[src/rtl/prl_pkg.sv]
// Shared types for the snooped PCI read line buffer controller.
package prl_pkg;
    // Sequencer states: idle, request launch, line fill, stream from buffer.
    typedef enum logic [1:0] {
        ST_IDLE   = 2'd0,
        ST_LAUNCH = 2'd1,
        ST_FILL   = 2'd2,
        ST_STREAM = 2'd3
    } prl_state_e;
endpackage

[src/rtl/prl_snoop_policy.sv]
// Snoop decision for a presented PCI access.
// Compares the access line address against the three buffer tags and
// decides whether a snoop is required. Purely combinational.
// Assumes tags are line addresses (bits above the line offset).
module prl_snoop_policy #(
    parameter int TAG_W = 27
) (
    input  logic             snoop_en,
    input  logic [TAG_W-1:0] acc_tag,
    input  logic             acc_write,
    input  logic             acc_lock,
    input  logic             rlb_valid,
    input  logic [TAG_W-1:0] rlb_tag,
    input  logic             cb_valid,
    input  logic [TAG_W-1:0] cb_tag,
    input  logic             wb_valid,
    input  logic [TAG_W-1:0] wb_tag,
    output logic             rlb_hit,
    output logic             need
);
    logic cb_hit;
    logic wb_hit;
    logic rd_need;
    logic wr_need;

    // Tag comparison against each buffer.
    always_comb begin
        rlb_hit = rlb_valid && (rlb_tag == acc_tag);
        cb_hit  = cb_valid  && (cb_tag  == acc_tag);
        wb_hit  = wb_valid  && (wb_tag  == acc_tag);
    end

    // Read and write rules; lock only matters on reads.
    always_comb begin
        rd_need = acc_lock || cb_hit || !(rlb_hit || wb_hit);
        wr_need = cb_hit || rlb_hit || !wb_hit;
        need    = snoop_en && (acc_write ? wr_need : rd_need);
    end
endmodule

[src/rtl/prl_line_store.sv]
// Line data store: BEATS data registers with a per-beat valid flag.
// One write port, one read port; a clear drops every valid flag.
// Assumes clear and write are never asserted in the same cycle.
module prl_line_store #(
    parameter int BEATS  = 4,
    parameter int DATA_W = 64,
    localparam int BEAT_W = $clog2(BEATS)
) (
    input  logic              clk,
    input  logic              rst_n,
    input  logic              clr,
    input  logic              we,
    input  logic [BEAT_W-1:0] widx,
    input  logic [DATA_W-1:0] wdata,
    input  logic [BEAT_W-1:0] ridx,
    output logic [DATA_W-1:0] rdata,
    output logic [BEATS-1:0]  bvalid
);
    logic [DATA_W-1:0] data_q [BEATS];

    for (genvar g = 0; g < BEATS; g++) begin : g_beat
        // Per-beat valid flag and data register.
        always_ff @(posedge clk) begin
            if (!rst_n) begin
                bvalid[g] <= 1'b0;
                data_q[g] <= '0;
            end else if (clr) begin
                bvalid[g] <= 1'b0;
            end else if (we && (widx == BEAT_W'(g))) begin
                bvalid[g] <= 1'b1;
                data_q[g] <= wdata;
            end
        end
    end

    // Read port.
    assign rdata = data_q[ridx];
endmodule

[src/rtl/prl_seq.sv]
// Sequencer for the line buffer: accepts PCI accesses, launches the line
// read and the snoop together, cancels memory on a snoop hit and switches
// the fill source to the copyback flush, and streams beats to PCI.
// Assumes fill beats arrive in ascending beat order and that a snoop is
// answered exactly once per launched snoop.
module prl_seq
    import prl_pkg::*;
#(
    parameter int BEATS = 4,
    parameter int TAG_W = 27,
    localparam int BEAT_W = $clog2(BEATS)
) (
    input  logic              clk,
    input  logic              rst_n,
    input  logic              snoop_en,
    input  logic              req_valid,
    input  logic              req_write,
    input  logic [TAG_W-1:0]  req_tag,
    input  logic [BEAT_W-1:0] req_beat,
    input  logic              need,
    input  logic              rlb_hit,
    output logic              req_ready,
    output logic              line_valid,
    output logic [TAG_W-1:0]  line_tag,
    output logic              mem_rd_valid,
    input  logic              mem_rd_ready,
    output logic              mem_cancel,
    input  logic              mem_beat_valid,
    output logic              snp_req,
    input  logic              snp_rsp_valid,
    input  logic              snp_rsp_hit,
    input  logic              cb_beat_valid,
    output logic              st_clr,
    output logic              st_we,
    output logic [BEAT_W-1:0] st_widx,
    output logic              src_cb,
    input  logic [BEATS-1:0]  st_bvalid,
    output logic              rd_valid,
    input  logic              rd_ready,
    output logic              rd_last,
    output logic [BEAT_W-1:0] rd_idx
);
    localparam logic [BEAT_W-1:0] LAST_BEAT = BEAT_W'(BEATS - 1);

    prl_state_e        state;
    logic              do_snp;
    logic              snp_pend;
    logic [BEAT_W-1:0] wr_ptr;
    logic [BEAT_W-1:0] rd_ptr;

    logic idle;
    logic accept_rd;
    logic accept_wr;
    logic serve_buf;
    logic hit_evt;
    logic miss_evt;
    logic forwarding;
    logic rd_fire;

    // Event decode from state and handshakes.
    always_comb begin
        idle       = (state == ST_IDLE);
        accept_rd  = idle && req_valid && !req_write;
        accept_wr  = idle && req_valid && req_write;
        serve_buf  = rlb_hit && !need;
        hit_evt    = (state == ST_FILL) && snp_pend && snp_rsp_valid && snp_rsp_hit;
        miss_evt   = (state == ST_FILL) && snp_pend && snp_rsp_valid && !snp_rsp_hit;
        forwarding = (state == ST_FILL) || (state == ST_STREAM);
    end

    // Port-side outputs.
    always_comb begin
        req_ready    = idle;
        mem_rd_valid = (state == ST_LAUNCH);
        snp_req      = (state == ST_LAUNCH) && do_snp && snoop_en && mem_rd_ready;
        mem_cancel   = hit_evt;
        rd_valid     = forwarding && !snp_pend && st_bvalid[rd_ptr];
        rd_fire      = rd_valid && rd_ready;
        rd_last      = (rd_ptr == LAST_BEAT);
        rd_idx       = rd_ptr;
    end

    // Line store controls.
    always_comb begin
        st_clr  = (accept_rd && !serve_buf) || hit_evt;
        st_we   = (state == ST_FILL) && !hit_evt && (src_cb ? cb_beat_valid : mem_beat_valid);
        st_widx = wr_ptr;
    end

    // State register and transfer bookkeeping.
    always_ff @(posedge clk) begin
        if (!rst_n) begin
            state    <= ST_IDLE;
            do_snp   <= 1'b0;
            snp_pend <= 1'b0;
            src_cb   <= 1'b0;
            wr_ptr   <= '0;
            rd_ptr   <= '0;
        end else begin
            case (state)
                ST_IDLE: begin
                    if (accept_rd) begin
                        rd_ptr <= req_beat;
                        if (serve_buf) begin
                            state <= ST_STREAM;
                        end else begin
                            state  <= ST_LAUNCH;
                            do_snp <= need;
                            src_cb <= 1'b0;
                            wr_ptr <= '0;
                        end
                    end
                end
                ST_LAUNCH: begin
                    if (mem_rd_ready) begin
                        state    <= ST_FILL;
                        snp_pend <= do_snp && snoop_en;
                    end
                end
                ST_FILL: begin
                    if (hit_evt) begin
                        snp_pend <= 1'b0;
                        src_cb   <= 1'b1;
                        wr_ptr   <= '0;
                    end else begin
                        if (miss_evt) begin
                            snp_pend <= 1'b0;
                        end
                        if (st_we) begin
                            wr_ptr <= wr_ptr + 1'b1;
                        end
                    end
                    if (rd_fire) begin
                        rd_ptr <= rd_ptr + 1'b1;
                        if (rd_last) begin
                            state <= ST_IDLE;
                        end
                    end
                end
                ST_STREAM: begin
                    if (rd_fire) begin
                        rd_ptr <= rd_ptr + 1'b1;
                        if (rd_last) begin
                            state <= ST_IDLE;
                        end
                    end
                end
                default: state <= ST_IDLE;
            endcase
        end
    end

    // Line tag and whole-line valid flag.
    always_ff @(posedge clk) begin
        if (!rst_n) begin
            line_valid <= 1'b0;
            line_tag   <= '0;
        end else begin
            if (accept_rd && !serve_buf) begin
                line_valid <= 1'b0;
                line_tag   <= req_tag;
            end else if (accept_wr && rlb_hit) begin
                line_valid <= 1'b0;
            end else if (hit_evt) begin
                line_valid <= 1'b0;
            end else if (st_we && (wr_ptr == LAST_BEAT)) begin
                line_valid <= 1'b1;
            end
        end
    end
endmodule

[src/rtl/pci_rdline_ctl.sv]
// Top of the snooped PCI read line buffer controller.
// Wires the snoop policy, the sequencer and the line store together.
// Assumes the address port carries bits [ADDR_W-1:3] of a byte address and
// that both fill sources deliver one line as BEATS ascending beats.
module pci_rdline_ctl #(
    parameter int ADDR_W     = 32,
    parameter int DATA_W     = 64,
    parameter int LINE_BYTES = 32,
    localparam int BYTE_OFF  = $clog2(DATA_W / 8),
    localparam int LINE_OFF  = $clog2(LINE_BYTES),
    localparam int BEATS     = LINE_BYTES / (DATA_W / 8),
    localparam int BEAT_W    = $clog2(BEATS),
    localparam int TAG_W     = ADDR_W - LINE_OFF
) (
    input  logic                   clk,
    input  logic                   rst_n,
    input  logic                   snoop_en,
    input  logic                   pci_req_valid,
    output logic                   pci_req_ready,
    input  logic [ADDR_W-1:BYTE_OFF] pci_req_addr,
    input  logic                   pci_req_write,
    input  logic                   pci_req_lock,
    output logic                   acc_snoop_need,
    input  logic                   cb_tag_valid,
    input  logic [TAG_W-1:0]       cb_tag,
    input  logic                   wb_tag_valid,
    input  logic [TAG_W-1:0]       wb_tag,
    output logic                   pci_rd_valid,
    input  logic                   pci_rd_ready,
    output logic [DATA_W-1:0]      pci_rd_data,
    output logic                   pci_rd_last,
    output logic                   mem_rd_valid,
    input  logic                   mem_rd_ready,
    output logic [ADDR_W-1:0]      mem_rd_addr,
    output logic                   mem_cancel,
    input  logic                   mem_beat_valid,
    input  logic [DATA_W-1:0]      mem_beat_data,
    output logic                   snp_req,
    output logic [ADDR_W-1:0]      snp_addr,
    input  logic                   snp_rsp_valid,
    input  logic                   snp_rsp_hit,
    input  logic                   cb_beat_valid,
    input  logic [DATA_W-1:0]      cb_beat_data
);
    logic [TAG_W-1:0]  acc_tag;
    logic [BEAT_W-1:0] acc_beat;
    logic              rlb_hit;
    logic              line_valid;
    logic [TAG_W-1:0]  line_tag;
    logic              st_clr;
    logic              st_we;
    logic [BEAT_W-1:0] st_widx;
    logic              src_cb;
    logic [DATA_W-1:0] st_wdata;
    logic [BEATS-1:0]  st_bvalid;
    logic [BEAT_W-1:0] rd_idx;

    // Split the access address into line tag and beat index.
    assign acc_tag  = pci_req_addr[ADDR_W-1:LINE_OFF];
    assign acc_beat = pci_req_addr[LINE_OFF-1:BYTE_OFF];

    // Fill source select and line base address.
    assign st_wdata    = src_cb ? cb_beat_data : mem_beat_data;
    assign mem_rd_addr = {line_tag, {LINE_OFF{1'b0}}};
    assign snp_addr    = mem_rd_addr;

    prl_snoop_policy #(
        .TAG_W (TAG_W)
    ) u_policy (
        .snoop_en  (snoop_en),
        .acc_tag   (acc_tag),
        .acc_write (pci_req_write),
        .acc_lock  (pci_req_lock),
        .rlb_valid (line_valid),
        .rlb_tag   (line_tag),
        .cb_valid  (cb_tag_valid),
        .cb_tag    (cb_tag),
        .wb_valid  (wb_tag_valid),
        .wb_tag    (wb_tag),
        .rlb_hit   (rlb_hit),
        .need      (acc_snoop_need)
    );

    prl_seq #(
        .BEATS (BEATS),
        .TAG_W (TAG_W)
    ) u_seq (
        .clk            (clk),
        .rst_n          (rst_n),
        .snoop_en       (snoop_en),
        .req_valid      (pci_req_valid),
        .req_write      (pci_req_write),
        .req_tag        (acc_tag),
        .req_beat       (acc_beat),
        .need           (acc_snoop_need),
        .rlb_hit        (rlb_hit),
        .req_ready      (pci_req_ready),
        .line_valid     (line_valid),
        .line_tag       (line_tag),
        .mem_rd_valid   (mem_rd_valid),
        .mem_rd_ready   (mem_rd_ready),
        .mem_cancel     (mem_cancel),
        .mem_beat_valid (mem_beat_valid),
        .snp_req        (snp_req),
        .snp_rsp_valid  (snp_rsp_valid),
        .snp_rsp_hit    (snp_rsp_hit),
        .cb_beat_valid  (cb_beat_valid),
        .st_clr         (st_clr),
        .st_we          (st_we),
        .st_widx        (st_widx),
        .src_cb         (src_cb),
        .st_bvalid      (st_bvalid),
        .rd_valid       (pci_rd_valid),
        .rd_ready       (pci_rd_ready),
        .rd_last        (pci_rd_last),
        .rd_idx         (rd_idx)
    );

    prl_line_store #(
        .BEATS  (BEATS),
        .DATA_W (DATA_W)
    ) u_store (
        .clk    (clk),
        .rst_n  (rst_n),
        .clr    (st_clr),
        .we     (st_we),
        .widx   (st_widx),
        .wdata  (st_wdata),
        .ridx   (rd_idx),
        .rdata  (pci_rd_data),
        .bvalid (st_bvalid)
    );
endmodule

[config.mk]
export PLATFORM = sky130hd
export DESIGN_NAME = pci_rdline_ctl
export DESIGN_NICKNAME = d
export VERILOG_FILES = /design/src/rtl/prl_pkg.sv /design/src/rtl/prl_snoop_policy.sv /design/src/rtl/prl_line_store.sv /design/src/rtl/prl_seq.sv /design/src/rtl/pci_rdline_ctl.sv
export SDC_FILE = /design/constraint.sdc
export NUM_CORES = 1
export LEC_CHECK = 0
export BUFFER_PORTS_ARGS = -buffer_cell sky130_fd_sc_hd__buf_2
export CAP_MARGIN = 20
export CORE_AREA = 2 2 136 191
export DETAILED_ROUTE_END_ITERATION = 7
export DIE_AREA = 0 0 138 193
export GPL_ROUTABILITY_DRIVEN = 0
export GPL_TIMING_DRIVEN = 0
export PLACE_DENSITY_LB_ADDON = 0.2
export SKIP_LAST_GASP = 1
export SYNTH_ARGS = -nofsm -noshare
export SYNTH_HDL_FRONTEND = slang
export SYNTH_SLANG_ARGS = --single-unit
export TNS_END_PERCENT = 20
[constraint.sdc]
create_clock -name clk -period 9.4 [get_ports clk]
set_input_delay 0.94 -clock clk [delete_from_list [all_inputs] [get_ports clk]]
set_output_delay 0.94 -clock clk [all_outputs]
set_load 0.05 [all_outputs]
==> results.yml <==
power_and_ir_drop:
  switching_share: 0.3745
  clkPwrFrac: 0.259
  switching_power_mw: 1.549
  power_frac_seq: 0.382
  cellPowerDensity_nw_per_um2: 236.9
  combPwrFrac: 0.359
  intPower_mw: 2.587
  vdd_ir_drop_max_mv: 0.1943
  finalPower_mw: 4.135
  p_leak_nw: 7.018
clock_tree:
  cts_buffers: 26
  path_clk_slew_ns: 0.07
  clockBufferDepth: 3
  clkLatencyLatePin_ns: 0.53
  cts_tree: "built"
  postCtsResizedCells: 0
  holdBufCountCts: 0
  htreeDepth: 1
  cts_sinks: 299
  root_buffer: "clkbuf_16"
  post-cts-setup-buffer-count: 0
finish:
  final_cell_mix: "352 x buf_2, 266 x nor2_1, 256 x edfxtp_1"
  layout_commonest_cell: "buf_2"
  fill_cells: 1886
  fin_nets: 1716
  multiInputGateArea_um2: 5092
  drive_gt1_frac: 0.3509
  regArea_um2: 8548
  area_growth_pct: 22.26
global_route:
  grt_pass1_vias: 10580
  grt.total_usage: 0.2809
  grt_pass1_wl_um: 57250
  grt_max_degree: 59
  overflow: 0
  grt_antenna_before_repair: 2
synth:
  synth.mux.area_fraction: 0.1509
  synth_edf_count: 256
  synth_top_family_by_area: "multiplexers"
  synthCells: 1093
  synth-async-reset-ratio: 0
  synth-compound-area-share: 0.02314
  synthesis.area_um2: 14280
  synth_xor_xnor_area_share: 0.04969
  yosysUniqueCellTypes: 42
  yosys.area_share.simple: 0.1203
  synth-seq-area-share: 0.5988
  postSynthAreaPerCell_um2: 13.06
  synth_top_flop_cell: "edfxtp_1"
  yosys_warnings: 0
  synth_fa_ha_area_frac: 0.007888
  ys_ff_latch: 299
timing:
  fin_crit_sh: 0.4361
  finalClockSkew_ns: 0.01008
  worstMarginPinSlew_ns: 1.145
  post-route-min-period_ns: 4.099
  relSlewSlack: 0.2366
  hold_violations: 0
  rsz0062_at_grt: "false"
  max_freq_mhz: 243.9
  finalMaxSlewViolations: 0
  setup_tns_ns: 0
  setup_viol: 0
run_status:
  status: "finished clean"
detailed_routing:
  wl_per_cell_um: 20.86
  vias: 10200
  drc_errors: 0
  via_per_inst: 5.596
  dr.pass1.iters: 5
  wirelength_um: 38020
  drt_iter0_markers: 683
  drtAntennaViolNets: 0
worst_setup_path:
  r2r_slack_ns: 5.71
  crit_arrival_ns: 3.16
  rr_endpoint: "u_store.data_q[3][26]$_SDFFCE_PN0P_"
  cp.required_ns: 8.46
  crit_start: "pci_req_addr[20]"
  r2r_cells: 10
  endpoint: "acc_snoop_need"
  r2r-start: "u_seq.line_tag[15]$_SDFFE_PN0P_"
  cp-start-kind: "input pin"
  critPathMaxFanout: 4
  setup.worst_path.end_class: "output port"
  criticalPathCategory: "in2out"
floorplanning:
  core_area_um2: 25040
  die_area_um2: 26630
  fp-row-count: 69
  initial_utilization: 0.5702
  die_x_um: 138
  die_y_um: 193
  io-pin-count: 360
place:
  hpwlAfterDp_um: 27340
  io_buffers: 348
hold_path:
  hold_path_class: "reg2reg"
flow_run:
  max-cap-violations: 0
how the worst min path moves through the flow:
stage | cells after the start | startpoint | slack (ns) | end
2_1_floorplan | 1 | u_store.bvalid[2]$_SDFFE_PP0P_ | 0.43 | u_store.bvalid[2]$_SDFFE_PP0P_
3_3_place_gp | 1 | u_store.bvalid[0]$_SDFFE_PP0P_ | 0.45 | u_store.bvalid[0]$_SDFFE_PP0P_
3_5_place_dp | 1 | u_store.bvalid[0]$_SDFFE_PP0P_ | 0.45 | u_store.bvalid[0]$_SDFFE_PP0P_
4_1_cts | 1 | u_store.bvalid[0]$_SDFFE_PP0P_ | 0.47 | u_store.bvalid[0]$_SDFFE_PP0P_
5_1_grt | 1 | u_store.bvalid[3]$_SDFFE_PP0P_ | 0.49 | u_store.bvalid[3]$_SDFFE_PP0P_
6_report | 1 | u_store.bvalid[0]$_SDFFE_PP0P_ | 0.46 | u_store.bvalid[0]$_SDFFE_PP0P_
routing by layer:
metal	vias up	GRT usage	share of wire	routed length (um)
met5	-	0	0	0
li1	4712	-	-	-
met3	69	0.03260	0.062	2375
met1	4965	0.3235	0.35	13450
met2	455	0.5413	0.55	20940
met4	0	0.1016	0.033	1257
cell usage after synthesis, drive strengths merged, types with 6 or more instances:
cell,n,area share
dfxtp,43,0.060
buf,70,0.038
nor2,266,0.070
ha,9,0.0079
o21ai,34,0.012
mux2i,69,0.048
edfxtp,256,0.54
xnor2,45,0.028
a21oi,6,0.0021
nand3,38,0.013
inv,10,0.0026
xor2,36,0.022
nand4,24,0.011
nand2,41,0.011
mux4,65,0.10
clkbuf,33,0.0087
nor4,12,0.0053
flip-flops by register name, indices dropped and copies added (netlist names), 2 cells and up, named ones only:
| register | count |
|---|---|
| u_seq.line_tag | 27 |
| u_seq.rd_idx | 2 |
| u_seq.st_widx | 2 |
| u_seq.state | 2 |
| u_store.bvalid | 4 |
| u_store.data_q | 256 |
area by class of cell:
cell class,instances,share of cell area
Clock inverter,19,0.01125
Clock buffer,29,0.03792
Antenna cell,2,0.0002867
Multi-Input combinational cell,690,0.2918
Sequential cell,299,0.4898
Buffer,103,0.03792
Timing Repair Buffer,352,0.1061
Tap cell,319,0.02287
Inverter,10,0.002151
worst max-delay path, cell delays in order:
cell and delay, ns:
buf_2 0.13, xnor2_1 0.33, nand4_1 0.13, or4_1 0.57
o31a_1 0.26, a31oi_1 0.43, buf_2 0.37
power by group through the flow:
stage	clock network [mW]	logic (mW)	registers (mW)
6_report	1.07	1.49	1.58
5_1_grt	1.13	1.56	1.59
4_1_cts	1.08	1.50	1.58
3_5_place_dp	0	1.49	1.61
3_3_place_gp	0	1.47	1.61
2_1_floorplan	0	1.08	1.64
logic make-up after synthesis:
| family | after synthesis |
|---|---|
| fa+ha+maj | 9 |
| compound gates | 55 |
| other cells | 1 |
| flops | 299 |
| xor+xnor | 81 |
| mux | 134 |
| buf+inv | 113 |
| simple gates | 401 |
metrics by stage:
step | util | std cells | cell area, um^2 | setup WS (ns) | hold WS [ns]
floorplan | - | 1102 | 14310 | 4.820 | 0.4349
global placement | 0.6571 | 1769 | 16450 | 3.170 | 0.4475
detailed placement | 0.6627 | 1773 | 16590 | 5.024 | 0.4502
CTS | 0.6970 | 1821 | 17450 | 5.313 | 0.4660
global route | 0.6971 | 1822 | 17450 | 5.200 | 0.4859
finish | 0.6972 | 1823 | 17450 | 5.301 | 0.4646
No activity file was read; power rests on OpenSTA's default activity.
